--- config.mk ---
export PLATFORM = sky130hd
export DESIGN_NAME = cycle_load_counters
export DESIGN_NICKNAME = d
export VERILOG_FILES = /design/src/rtl/cyc_bank_pkg.sv /design/src/rtl/cyc_counter_unit.sv /design/src/rtl/cyc_irq_ctrl.sv /design/src/rtl/cyc_reg_decode.sv /design/src/rtl/cycle_load_counters.sv
export SDC_FILE = /design/constraint.sdc
export NUM_CORES = 1
export LEC_CHECK = 0
export ABC_CLOCK_PERIOD_IN_PS = 9640
export BUFFER_PORTS_ARGS = -buffer_cell sky130_fd_sc_hd__buf_2
export CORE_MARGIN = 5
export CORE_UTILIZATION = 55
export DETAILED_ROUTE_END_ITERATION = 8
export PLACE_DENSITY = 0.69
export SLEW_MARGIN = 15
export SYNTH_ARGS = -nofsm -noshare
export SYNTH_HDL_FRONTEND = slang
export SYNTH_SLANG_ARGS = --single-unit
--- constraint.sdc ---
create_clock -name clk -period 9.64 [get_ports clk]
set_clock_uncertainty 0.2 [all_clocks]
set_input_delay 1.928 -clock clk [delete_from_list [all_inputs] [get_ports clk]]
set_output_delay 1.928 -clock clk [all_outputs]
set_load 0.01 [all_outputs]
--- src/rtl/cyc_bank_pkg.sv ---
package cyc_bank_pkg;
  localparam int unsigned REG_W       = 32;
  localparam int unsigned CNT_RST_BIT = 31;
  localparam int unsigned GRP_SLOTS   = 16;

  // per-counter register groups, selected by address bits [7:6]
  typedef enum logic [1:0] {
    GRP_CTRL = 2'd0,
    GRP_MASK = 2'd1,
    GRP_THR  = 2'd2,
    GRP_CNT  = 2'd3
  } reg_grp_e;

  typedef enum logic {
    MODE_BUSY = 1'b0,
    MODE_ALL  = 1'b1
  } cnt_mode_e;

  // word index inside the second 256-byte page
  localparam logic [5:0] STAT_WORD = 6'd0;
  localparam logic [5:0] EN_WORD   = 6'd1;
endpackage

--- src/rtl/cyc_counter_unit.sv ---
module cyc_counter_unit
  import cyc_bank_pkg::*;
#(
  parameter int unsigned NUM_BUSY = 8,
  parameter int unsigned CNT_W    = 32,
  parameter int unsigned THR_W    = 31
) (
  input  logic                clk,
  input  logic                rst_n,
  input  logic [NUM_BUSY-1:0] busy_i,
  input  logic                wr_ctrl_i,
  input  logic                wr_mask_i,
  input  logic                wr_thr_i,
  input  logic                wr_cnt_i,
  input  logic [REG_W-1:0]    wdata_i,
  output cnt_mode_e           mode_o,
  output logic [NUM_BUSY-1:0] mask_o,
  output logic [THR_W-1:0]    thr_o,
  output logic [CNT_W-1:0]    count_o,
  output logic                hit_o
);
  localparam logic [THR_W-1:0] THR_RESET = '1;

  cnt_mode_e           mode_q, mode_d;
  logic [NUM_BUSY-1:0] mask_q, mask_d;
  logic [THR_W-1:0]    thr_q, thr_d;
  logic [CNT_W-1:0]    count_q, count_d, count_inc;
  logic                count_clr, count_evt, count_en, busy_sel;

  // next state
  always_comb begin
    mode_d    = wr_ctrl_i ? cnt_mode_e'(wdata_i[0]) : mode_q;
    mask_d    = wr_mask_i ? wdata_i[NUM_BUSY-1:0] : mask_q;
    thr_d     = wr_thr_i ? wdata_i[THR_W-1:0] : thr_q;
    busy_sel  = |(busy_i & mask_q);
    count_evt = (mode_q == MODE_ALL) || busy_sel;
    count_clr = wr_cnt_i && wdata_i[CNT_RST_BIT];
    count_inc = count_q + CNT_W'(1);
    count_en  = count_clr || count_evt;
    if (count_clr) begin
      count_d = '0;
    end else begin
      count_d = count_inc;
    end
    hit_o = count_evt && !count_clr && (count_inc == CNT_W'(thr_q));
  end

  // registers
  always_ff @(posedge clk or negedge rst_n) begin
    if (!rst_n) begin
      mode_q <= MODE_BUSY;
      mask_q <= '0;
      thr_q  <= THR_RESET;
    end else begin
      if (wr_ctrl_i) mode_q <= mode_d;
      if (wr_mask_i) mask_q <= mask_d;
      if (wr_thr_i)  thr_q  <= thr_d;
    end
  end

  always_ff @(posedge clk or negedge rst_n) begin
    if (!rst_n) begin
      count_q <= '0;
    end else if (count_en) begin
      count_q <= count_d;
    end
  end

  assign mode_o  = mode_q;
  assign mask_o  = mask_q;
  assign thr_o   = thr_q;
  assign count_o = count_q;

  // count-always mode advances one step per edge
  a_r2_always_steps: assert property (@(posedge clk) disable iff (!rst_n)
    (mode_q == MODE_ALL && !count_clr) |=> (count_q == $past(count_q) + CNT_W'(1)));

  // no selected busy line means no movement
  a_r3_idle_holds: assert property (@(posedge clk) disable iff (!rst_n)
    (mode_q == MODE_BUSY && (busy_i & mask_q) == '0 && !count_clr) |=> $stable(count_q));

  // a reset write always leaves the count at zero
  a_r4_reset_wins: assert property (@(posedge clk) disable iff (!rst_n)
    count_clr |=> (count_q == '0));
endmodule

--- src/rtl/cyc_irq_ctrl.sv ---
module cyc_irq_ctrl (
  input  logic clk,
  input  logic rst_n,
  input  logic hit_i,
  input  logic stat_clr_i,
  input  logic en_wr_i,
  input  logic en_wdata_i,
  output logic stat_o,
  output logic en_o,
  output logic irq_o
);
  logic stat_q, stat_d, stat_ce;
  logic en_q, en_d;

  always_comb begin
    stat_ce = hit_i || stat_clr_i;
    // a crossing on the same edge as a clear keeps the flag set
    stat_d  = hit_i ? 1'b1 : 1'b0;
    en_d    = en_wdata_i;
  end

  always_ff @(posedge clk or negedge rst_n) begin
    if (!rst_n) begin
      stat_q <= 1'b0;
      en_q   <= 1'b0;
    end else begin
      if (stat_ce) stat_q <= stat_d;
      if (en_wr_i) en_q   <= en_d;
    end
  end

  assign stat_o = stat_q;
  assign en_o   = en_q;
  assign irq_o  = stat_q && en_q;

  // the flag holds until an explicit clear
  a_r6_sticky: assert property (@(posedge clk) disable iff (!rst_n)
    (stat_q && !stat_clr_i) |=> stat_q);

  // a crossing always leaves the flag set, clear or not
  a_r9_set_wins: assert property (@(posedge clk) disable iff (!rst_n)
    hit_i |=> stat_q);
endmodule

--- src/rtl/cyc_reg_decode.sv ---
module cyc_reg_decode
  import cyc_bank_pkg::*;
#(
  parameter int unsigned NUM_CNT = 8,
  parameter int unsigned ADDR_W  = 12
) (
  input  logic                           clk,
  input  logic                           rst_n,
  input  logic                           wr_i,
  input  logic                           rd_i,
  input  logic [ADDR_W-1:0]              addr_i,
  input  logic [REG_W-1:0]               wdata_i,
  input  logic [NUM_CNT-1:0][REG_W-1:0]  ctrl_rd_i,
  input  logic [NUM_CNT-1:0][REG_W-1:0]  mask_rd_i,
  input  logic [NUM_CNT-1:0][REG_W-1:0]  thr_rd_i,
  input  logic [NUM_CNT-1:0][REG_W-1:0]  cnt_rd_i,
  input  logic                           stat_rd_i,
  input  logic                           en_rd_i,
  output logic [NUM_CNT-1:0]             wr_ctrl_o,
  output logic [NUM_CNT-1:0]             wr_mask_o,
  output logic [NUM_CNT-1:0]             wr_thr_o,
  output logic [NUM_CNT-1:0]             wr_cnt_o,
  output logic                           stat_clr_o,
  output logic                           en_wr_o,
  output logic [REG_W-1:0]               rdata_o,
  output logic                           rvalid_o
);
  localparam int unsigned PAGE_W = ADDR_W - 8;

  logic [PAGE_W-1:0] page;
  reg_grp_e          grp;
  logic [3:0]        idx;
  logic [5:0]        word;
  logic              in_bank, stat_sel, en_sel;
  logic [NUM_CNT-1:0] idx_hit;
  logic [REG_W-1:0]  rdata_d, rdata_q;
  logic              rvalid_q;

  always_comb begin
    page     = addr_i[ADDR_W-1:8];
    grp      = reg_grp_e'(addr_i[7:6]);
    idx      = addr_i[5:2];
    word     = addr_i[7:2];
    in_bank  = (page == PAGE_W'(0));
    stat_sel = (page == PAGE_W'(1)) && (word == STAT_WORD);
    en_sel   = (page == PAGE_W'(1)) && (word == EN_WORD);
  end

  for (genvar i = 0; i < NUM_CNT; i++) begin : g_sel
    assign idx_hit[i]   = in_bank && (idx == 4'(i));
    assign wr_ctrl_o[i] = wr_i && idx_hit[i] && (grp == GRP_CTRL);
    assign wr_mask_o[i] = wr_i && idx_hit[i] && (grp == GRP_MASK);
    assign wr_thr_o[i]  = wr_i && idx_hit[i] && (grp == GRP_THR);
    assign wr_cnt_o[i]  = wr_i && idx_hit[i] && (grp == GRP_CNT);
  end

  assign stat_clr_o = wr_i && stat_sel && wdata_i[0];
  assign en_wr_o    = wr_i && en_sel;

  // read mux; unmatched addresses fall through to zero
  always_comb begin
    rdata_d = '0;
    for (int i = 0; i < NUM_CNT; i++) begin
      if (idx_hit[i]) begin
        unique case (grp)
          GRP_CTRL: rdata_d = ctrl_rd_i[i];
          GRP_MASK: rdata_d = mask_rd_i[i];
          GRP_THR:  rdata_d = thr_rd_i[i];
          GRP_CNT:  rdata_d = cnt_rd_i[i];
          default:  rdata_d = '0;
        endcase
      end
    end
    if (stat_sel) rdata_d = REG_W'(stat_rd_i);
    if (en_sel)   rdata_d = REG_W'(en_rd_i);
  end

  always_ff @(posedge clk or negedge rst_n) begin
    if (!rst_n) begin
      rdata_q  <= '0;
      rvalid_q <= 1'b0;
    end else begin
      rvalid_q <= rd_i;
      if (rd_i) rdata_q <= rdata_d;
    end
  end

  assign rdata_o  = rdata_q;
  assign rvalid_o = rvalid_q;

  // every read strobe is answered on the next cycle
  a_r8_read_answer: assert property (@(posedge clk) disable iff (!rst_n)
    rd_i |=> rvalid_o);
endmodule

--- src/rtl/cycle_load_counters.sv ---
module cycle_load_counters
  import cyc_bank_pkg::*;
#(
  parameter int unsigned NUM_CNT  = 8,
  parameter int unsigned NUM_BUSY = 8,
  parameter int unsigned CNT_W    = 32,
  parameter int unsigned THR_W    = 31,
  parameter int unsigned ADDR_W   = 12,
  parameter int unsigned IRQ_SRC  = 0
) (
  input  logic                clk,
  input  logic                rst_n,
  input  logic [NUM_BUSY-1:0] busy_i,
  input  logic                reg_wr_i,
  input  logic                reg_rd_i,
  input  logic [ADDR_W-1:0]   reg_addr_i,
  input  logic [31:0]         reg_wdata_i,
  output logic [31:0]         reg_rdata_o,
  output logic                reg_rvalid_o,
  output logic                irq_o
);
  logic [NUM_CNT-1:0]            wr_ctrl, wr_mask, wr_thr, wr_cnt, hit;
  logic [NUM_CNT-1:0][REG_W-1:0] ctrl_rd, mask_rd, thr_rd, cnt_rd;
  logic                          stat_clr, en_wr, stat, en;

  initial begin
    if (NUM_CNT > GRP_SLOTS || NUM_CNT == 0) $error("NUM_CNT out of range");
    if (CNT_W > REG_W || CNT_W < THR_W)      $error("CNT_W out of range");
    if (NUM_BUSY > REG_W || THR_W >= REG_W)  $error("field width out of range");
    if (IRQ_SRC >= NUM_CNT)                  $error("IRQ_SRC out of range");
    if (ADDR_W < 9)                          $error("ADDR_W too small");
  end

  for (genvar i = 0; i < NUM_CNT; i++) begin : g_cnt
    cnt_mode_e           mode;
    logic [NUM_BUSY-1:0] mask;
    logic [THR_W-1:0]    thr;
    logic [CNT_W-1:0]    count;

    cyc_counter_unit #(
      .NUM_BUSY (NUM_BUSY),
      .CNT_W    (CNT_W),
      .THR_W    (THR_W)
    ) i_unit (
      .clk       (clk),
      .rst_n     (rst_n),
      .busy_i    (busy_i),
      .wr_ctrl_i (wr_ctrl[i]),
      .wr_mask_i (wr_mask[i]),
      .wr_thr_i  (wr_thr[i]),
      .wr_cnt_i  (wr_cnt[i]),
      .wdata_i   (reg_wdata_i),
      .mode_o    (mode),
      .mask_o    (mask),
      .thr_o     (thr),
      .count_o   (count),
      .hit_o     (hit[i])
    );

    assign ctrl_rd[i] = REG_W'(mode);
    assign mask_rd[i] = REG_W'(mask);
    assign thr_rd[i]  = REG_W'(thr);
    assign cnt_rd[i]  = REG_W'(count);
  end

  cyc_reg_decode #(
    .NUM_CNT (NUM_CNT),
    .ADDR_W  (ADDR_W)
  ) i_decode (
    .clk        (clk),
    .rst_n      (rst_n),
    .wr_i       (reg_wr_i),
    .rd_i       (reg_rd_i),
    .addr_i     (reg_addr_i),
    .wdata_i    (reg_wdata_i),
    .ctrl_rd_i  (ctrl_rd),
    .mask_rd_i  (mask_rd),
    .thr_rd_i   (thr_rd),
    .cnt_rd_i   (cnt_rd),
    .stat_rd_i  (stat),
    .en_rd_i    (en),
    .wr_ctrl_o  (wr_ctrl),
    .wr_mask_o  (wr_mask),
    .wr_thr_o   (wr_thr),
    .wr_cnt_o   (wr_cnt),
    .stat_clr_o (stat_clr),
    .en_wr_o    (en_wr),
    .rdata_o    (reg_rdata_o),
    .rvalid_o   (reg_rvalid_o)
  );

  cyc_irq_ctrl i_irq (
    .clk        (clk),
    .rst_n      (rst_n),
    .hit_i      (hit[IRQ_SRC]),
    .stat_clr_i (stat_clr),
    .en_wr_i    (en_wr),
    .en_wdata_i (reg_wdata_i[0]),
    .stat_o     (stat),
    .en_o       (en),
    .irq_o      (irq_o)
  );

  // the line never rises while the enable is off
  a_r7_gated: assert property (@(posedge clk) disable iff (!rst_n)
    !en |-> !irq_o);
endmodule

==> results of run 1 <==
## critical path: cells and delay by family
family                 cells  cell delay [ns]
AO/OA/AOI/OAI              4             1.20
buffers and inverters      3             2.15
multiplexers               1             0.42
## cell families (layout without fill, tap and decap cells)
group / Yosys count / in the layout
and+or+nand+nor: 935 / 935
DFF: 611 / 611
muxes: 572 / 572
AOI/OAI and AO/OA: 493 / 493
buffers and inverters: 261 / 325
xor gates and xnor gates: 241 / 241
adders and majority gates: 8 / 8
## synthesized netlist by cell type (27+ instances only)
master	number	area share
mux2_2	427	0.15
dfrtp_1	363	0.28
nor2_1	326	0.037
dfstp_2	248	0.20
nand2_1	180	0.021
a21oi_1	153	0.023
mux2i_1	136	0.041
clkbuf_1	135	0.015
xor2_1	125	0.033
xnor2_1	116	0.031
o21ai_0	113	0.017
nand3_1	104	0.016
inv_1	64	0.0073
nor3_1	63	0.0096
or3_1	52	0.0099
nand4_1	44	0.0084
a211oi_1	40	0.0091
and3_1	40	0.0076
o22ai_1	36	0.0068
buf_1	34	0.0039
o32ai_1	27	0.0072
## where the power goes
part | internal [mW] | switching [mW]
registers | 2.65 | 0.0907
logic | 0.156 | 0.293
clock network | 1.79 | 1.14
## registers in the layout, indices dropped and copies added, names as in the netlist
name and flops:
i_irq.stat_o 1, g_cnt.i_unit.thr_o 248, i_decode.rvalid_o 1, g_cnt.i_unit.mask_o 64, i_decode.rdata_o 32, i_irq.en_o 1
g_cnt.i_unit.count_o 256, g_cnt.i_unit.mode_o 8
## path summary, 6_finish.rpt
path	endpoint	cells past startpoint	slack, ns	from
min reg2reg	g_cnt[7].i_unit.mask_o[0]	1	0.33	g_cnt[7].i_unit.mask_o[0]
max	i_decode.rdata_o[18]	8	4.05	reg_addr_i[6]
max in group asynchronous	g_cnt[3].i_unit.count_o[22]	2	6.51	rst_n
min in group asynchronous	g_cnt[1].i_unit.count_o[1]	1	1.19	rst_n
max reg2reg	i_irq.stat_o	8	6.00	g_cnt[0].i_unit.count_o[0]
min	g_cnt[7].i_unit.mask_o[0]	1	0.33	g_cnt[7].i_unit.mask_o[0]
## area by class of cell
type,count,area [µm²]
sequential,611,15600
clock buffer,99,2080
tap,773,967
multi-input combinational,2249,16400
clock inverter,32,484
inverter,64,240
fill,4741,22600
timing repair buffer,130,818
## through the flow
step	power [mW]	cells	instance area, µm²	util
finish	6.12	3958	36600	0.618
global route	6.30	3958	36600	0.618
CTS	6.15	3958	36600	0.618
detailed placement	3.22	3827	34000	0.575
global placement	3.21	3827	34000	0.575
floorplan	3.01	3121	32900	-
## metal layers
| metal | vias to the layer above | track usage | routed length, µm | share of wire |
|---|---|---|---|---|
| met3 | 188 | 0.0550 | 6880 | 0.071 |
| met5 | - | 0 | 0 | 0 |
| met2 | 1001 | 0.474 | 45700 | 0.47 |
| met1 | 12800 | 0.414 | 41300 | 0.43 |
| li1 | 11200 | - | - | - |
| met4 | 0 | 0.0881 | 2850 | 0.029 |
==> impl_metrics.json, run 1 <==
{
  "diodes": 0,
  "fin_crit_sh": 0.580,
  "hold_path_class": "reg2reg",
  "mostFrequentLayoutCells": "mux2_2 (427), dfrtp_1 (363), nor2_1 (319), dfstp_2 (248), nand2_1 (180)",
  "first_iter_violations": 2264,
  "critPathKind": "in2reg",
  "start_util": 0.557,
  "setup_tns_ns": 0,
  "ys_seq_area_frac": 0.474,
  "path_max_fanout": 77,
  "final_common_cell": "mux2_2",
  "cts.sinks": 611,
  "clk_latency_ns": 0.63,
  "grt_pass1_wl_um": 150000,
  "totalWireLength_um": 96700,
  "grt_max_degree": 181,
  "die_width_um": 255,
  "crit_slowest_cell": "buf_4",
  "synth_top_family_by_area": "multiplexers",
  "fin_ws_ns": 4.05,
  "max_slew_margin": 0.274,
  "synth_xor_xnor_area_share": 0.0641,
  "synth-edff-count": 0,
  "fin_nets": 3191,
  "avgViaCountPerCell": 6.38,
  "synth-async-reset-ratio": 1.00,
  "hold_violations": 0,
  "dominantRegCellSynth": "dfrtp_1",
  "synth-compound-area-share": 0.0956,
  "vdd_drop_max_uv": 141,
  "yosys.cell_types.count": 76,
  "wl_per_cell_um": 24.4,
  "synthToLayoutAreaGrowth_pct": 11.1,
  "worst_pin_slew_ns": 1.09,
  "drive_gt1_frac": 0.305,
  "pin_count": 90,
  "tritoncts": "built",
  "finalCriticalPeriod_ns": 5.59,
  "syn_inst": 3121,
  "antenna_found_initial": 0,
  "cts_root_buffer": "clkbuf_16",
  "synth_area_um2": 32900,
  "synth_fp_nets": 3185,
  "clk_path_buf_depth": 3,
  "gr-usage-all-layers": 0.295,
  "gp_congestion": 0.956,
  "io_buffers": 87,
  "synth_seq_cells": 611,
  "required_ns": 9.93,
  "cp-start-kind": "input port",
  "syn_avg_cell_area_um2": 10.6,
  "setup_viol": 0,
  "hold_ws_ns": 0.329,
  "dp_slack_ns": 3.43,
  "htreeDepth": 3,
  "cts_setup_buffers": 0,
  "drc": 0,
  "power_density_nw_per_um2": 167,
  "first_pass_iters": 6,
  "status": "completed",
  "grt_setup_unrepaired": "false",
  "cts_buffers": 71,
  "dp_hpwl_um": 65600,
  "rows": 89,
  "grt-ovfl-total": 0,
  "p_leak_nw": 15.9,
  "ys_warn_count": 0,
  "cp-end-kind": "flop",
  "clk_pin_slew_worst_paths_ns": 0.06,
  "timing.fmax_mhz": 179,
  "ctsHoldBuffers": 0,
  "vias": 25300,
  "cp_cell_sequence": "buf_8 -> buf_4 -> buf_4 -> mux2_2 -> a211oi_1 -> o221ai_1 -> a21oi_1 -> o32ai_1",
  "cts_resized": 0,
  "dieArea_um2": 64900,
  "core_area_um2": 59100,
  "cpMostUsedCell": "buf_4",
  "synthSimpleGateAreaFrac": 0.139,
  "synthMuxAreaShare": 0.194,
  "synth_fa_ha_area_frac": 0.00304,
  "drv_cap": 0,
  "maxSlewViolCount": 0,
  "cp_data_arrival_time_ns": 5.88,
  "first_global_vias": 25200,
  "crit_path_max_incr_delay_ns": 0.88,
  "ant_nets": 0,
  "die_y_um": 255
}
Power figures use the tool's default switching activity.
==> run 2, diff against run 1 <==
- ABC_CLOCK_PERIOD_IN_PS: 9640 -> 5700
- clock period: 9.64 -> 5.7 ns (I/O delays scaled with it)
==> impl_metrics.json, run 2 (synthesis gave the netlist of run 1 again) <==
{
  "status": "completed",
  "die_y_um": 255,
  "grt-ovfl-total": 0,
  "io_buffers": 87,
  "clk_path_buf_depth": 3,
  "final_core_util": 0.617,
  "rows": 89,
  "max_slew_margin": 0.306,
  "vias": 25100,
  "placed_cell_area_um2": 34200,
  "critPathKind": "in2reg",
  "mostFrequentLayoutCells": "mux2_2 (427), dfrtp_1 (363), nor2_1 (319), dfstp_2 (248), nand2_1 (180)",
  "cts_buffers": 69,
  "dieArea_um2": 64900,
  "finalCriticalPeriod_ns": 4.01,
  "tritoncts": "built",
  "dp_hpwl_um": 67000,
  "hold_start": "i_decode.rdata_o[8]",
  "clk_pin_slew_worst_paths_ns": 0.06,
  "power_frac_comb": 0.077,
  "final_area_um2": 36500,
  "dp.cells": 3842,
  "total_power_mw": 10.0,
  "fin_nets": 3204,
  "p_clk_frac": 0.461,
  "cts_root_buffer": "clkbuf_16",
  "register_area_um2": 15600,
  "drv_cap": 0,
  "drive_gt1_frac": 0.304,
  "first_global_vias": 25300,
  "power_density_nw_per_um2": 275,
  "fin_cells": 3969,
  "cp_data_arrival_time_ns": 4.30,
  "required_ns": 5.99,
  "cts_setup_buffers": 0,
  "cp-end-kind": "flop",
  "ctsHoldBuffers": 0,
  "setup_viol": 0,
  "p_switching_mw": 2.50,
  "largest_register_ffs": 256,
  "totalWireLength_um": 96500,
  "htreeDepth": 3,
  "cts_resized": 0,
  "r2r_start": "g_cnt[0].i_unit.count_o[0]",
  "nFillCells": 4769,
  "wl_per_cell_um": 24.3,
  "cts.sinks": 611,
  "startpoint": "reg_addr_i[9]",
  "ff2ff_setup_slack_ns": 2.12,
  "timing.fmax_mhz": 249,
  "grt_pass1_wl_um": 149000,
  "drc": 0,
  "first_pass_iters": 5,
  "first_iter_violations": 2312,
  "p_int_mw": 7.53,
  "pin_count": 90,
  "path_max_fanout": 15,
  "grt_setup_unrepaired": "false",
  "die_width_um": 255,
  "gp_congestion": 0.946,
  "ant_nets": 0,
  "worst_pin_slew_ns": 1.04,
  "final_common_cell": "mux2_2",
  "cp-start-kind": "input port",
  "avgViaCountPerCell": 6.33,
  "maxSlewViolCount": 0,
  "multiInputGateArea_um2": 16400,
  "grt_max_degree": 114,
  "start_util": 0.557,
  "gr-usage-all-layers": 0.294,
  "hold_ws_ns": 0.334,
  "clk_latency_ns": 0.62,
  "p_seq_frac": 0.462,
  "vdd_drop_max_uv": 207,
  "fin_ws_ns": 1.69,
  "hold_violations": 0,
  "dp_slack_ns": 1.13,
  "synthToLayoutAreaGrowth_pct": 10.9,
  "setup_tns_ns": 0,
  "diodes": 0,
  "fin_crit_sh": 0.703,
  "antenna_found_initial": 2,
  "power.share.switching": 0.249,
  "core_area_um2": 59100,
  "p_leak_nw": 15.9,
  "hold_path_class": "reg2reg"
}
## run 2: cell count changes in the layout (fill, tap and decap cells not counted), sizes merged
| cell | before | now |
|---|---|---|
| clkinv | 16 | 13 |
| clkinvlp | 4 | 1 |
| clkbuf | 99 | 104 |
| buf | 130 | 145 |
| bufinv | 10 | 7 |
## run 2: path summary, 6_finish.rpt
check | endpoint | cells after the start
worst max-delay path | g_cnt[6].i_unit.count_o[27] | 8
worst min-delay path | i_decode.rdata_o[8] | 2
worst max register to register | i_irq.stat_o | 8
worst min register to register | i_decode.rdata_o[8] | 2
max in group asynchronous | g_cnt[3].i_unit.count_o[28] | 2
min in group asynchronous | g_cnt[1].i_unit.count_o[5] | 1
## run 2: power groups by stage
stage / combinational (mW) / clock [mW] / sequential, mW
detailed placement: 0.765 / 0 / 4.70
global placement: 0.737 / 0 / 4.69
floorplan: 0.443 / 0 / 4.65
CTS: 0.770 / 4.71 / 4.63
finish: 0.771 / 4.62 / 4.64
global route: 0.835 / 4.88 / 4.65
## run 2: per-layer routing
layer | global-route usage | part of all wire | vias up
met4 | 0.0900 | 0.033 | 2
met5 | 0 | 0.00013 | -
met2 | 0.476 | 0.47 | 916
li1 | - | - | 11300
met1 | 0.407 | 0.42 | 12700
met3 | 0.0556 | 0.074 | 197
## run 2: cell type report
class                   count  area share
repair buffers            145      0.0269
multi-input cells        2249       0.449
clock buffers             104      0.0554
flip-flops and latches    611       0.427
well taps                 773      0.0265
clock inverters            23     0.00884
inverters                  64     0.00658
## run 2: critical path: stages
cell and delay [ns]:
buf_2 0.11, or4_1 0.99, nor4_4 0.70, o311a_1 0.47, and2_1 0.42, nand4_1 0.17
xnor2_1 0.15, nor2b_1 0.13
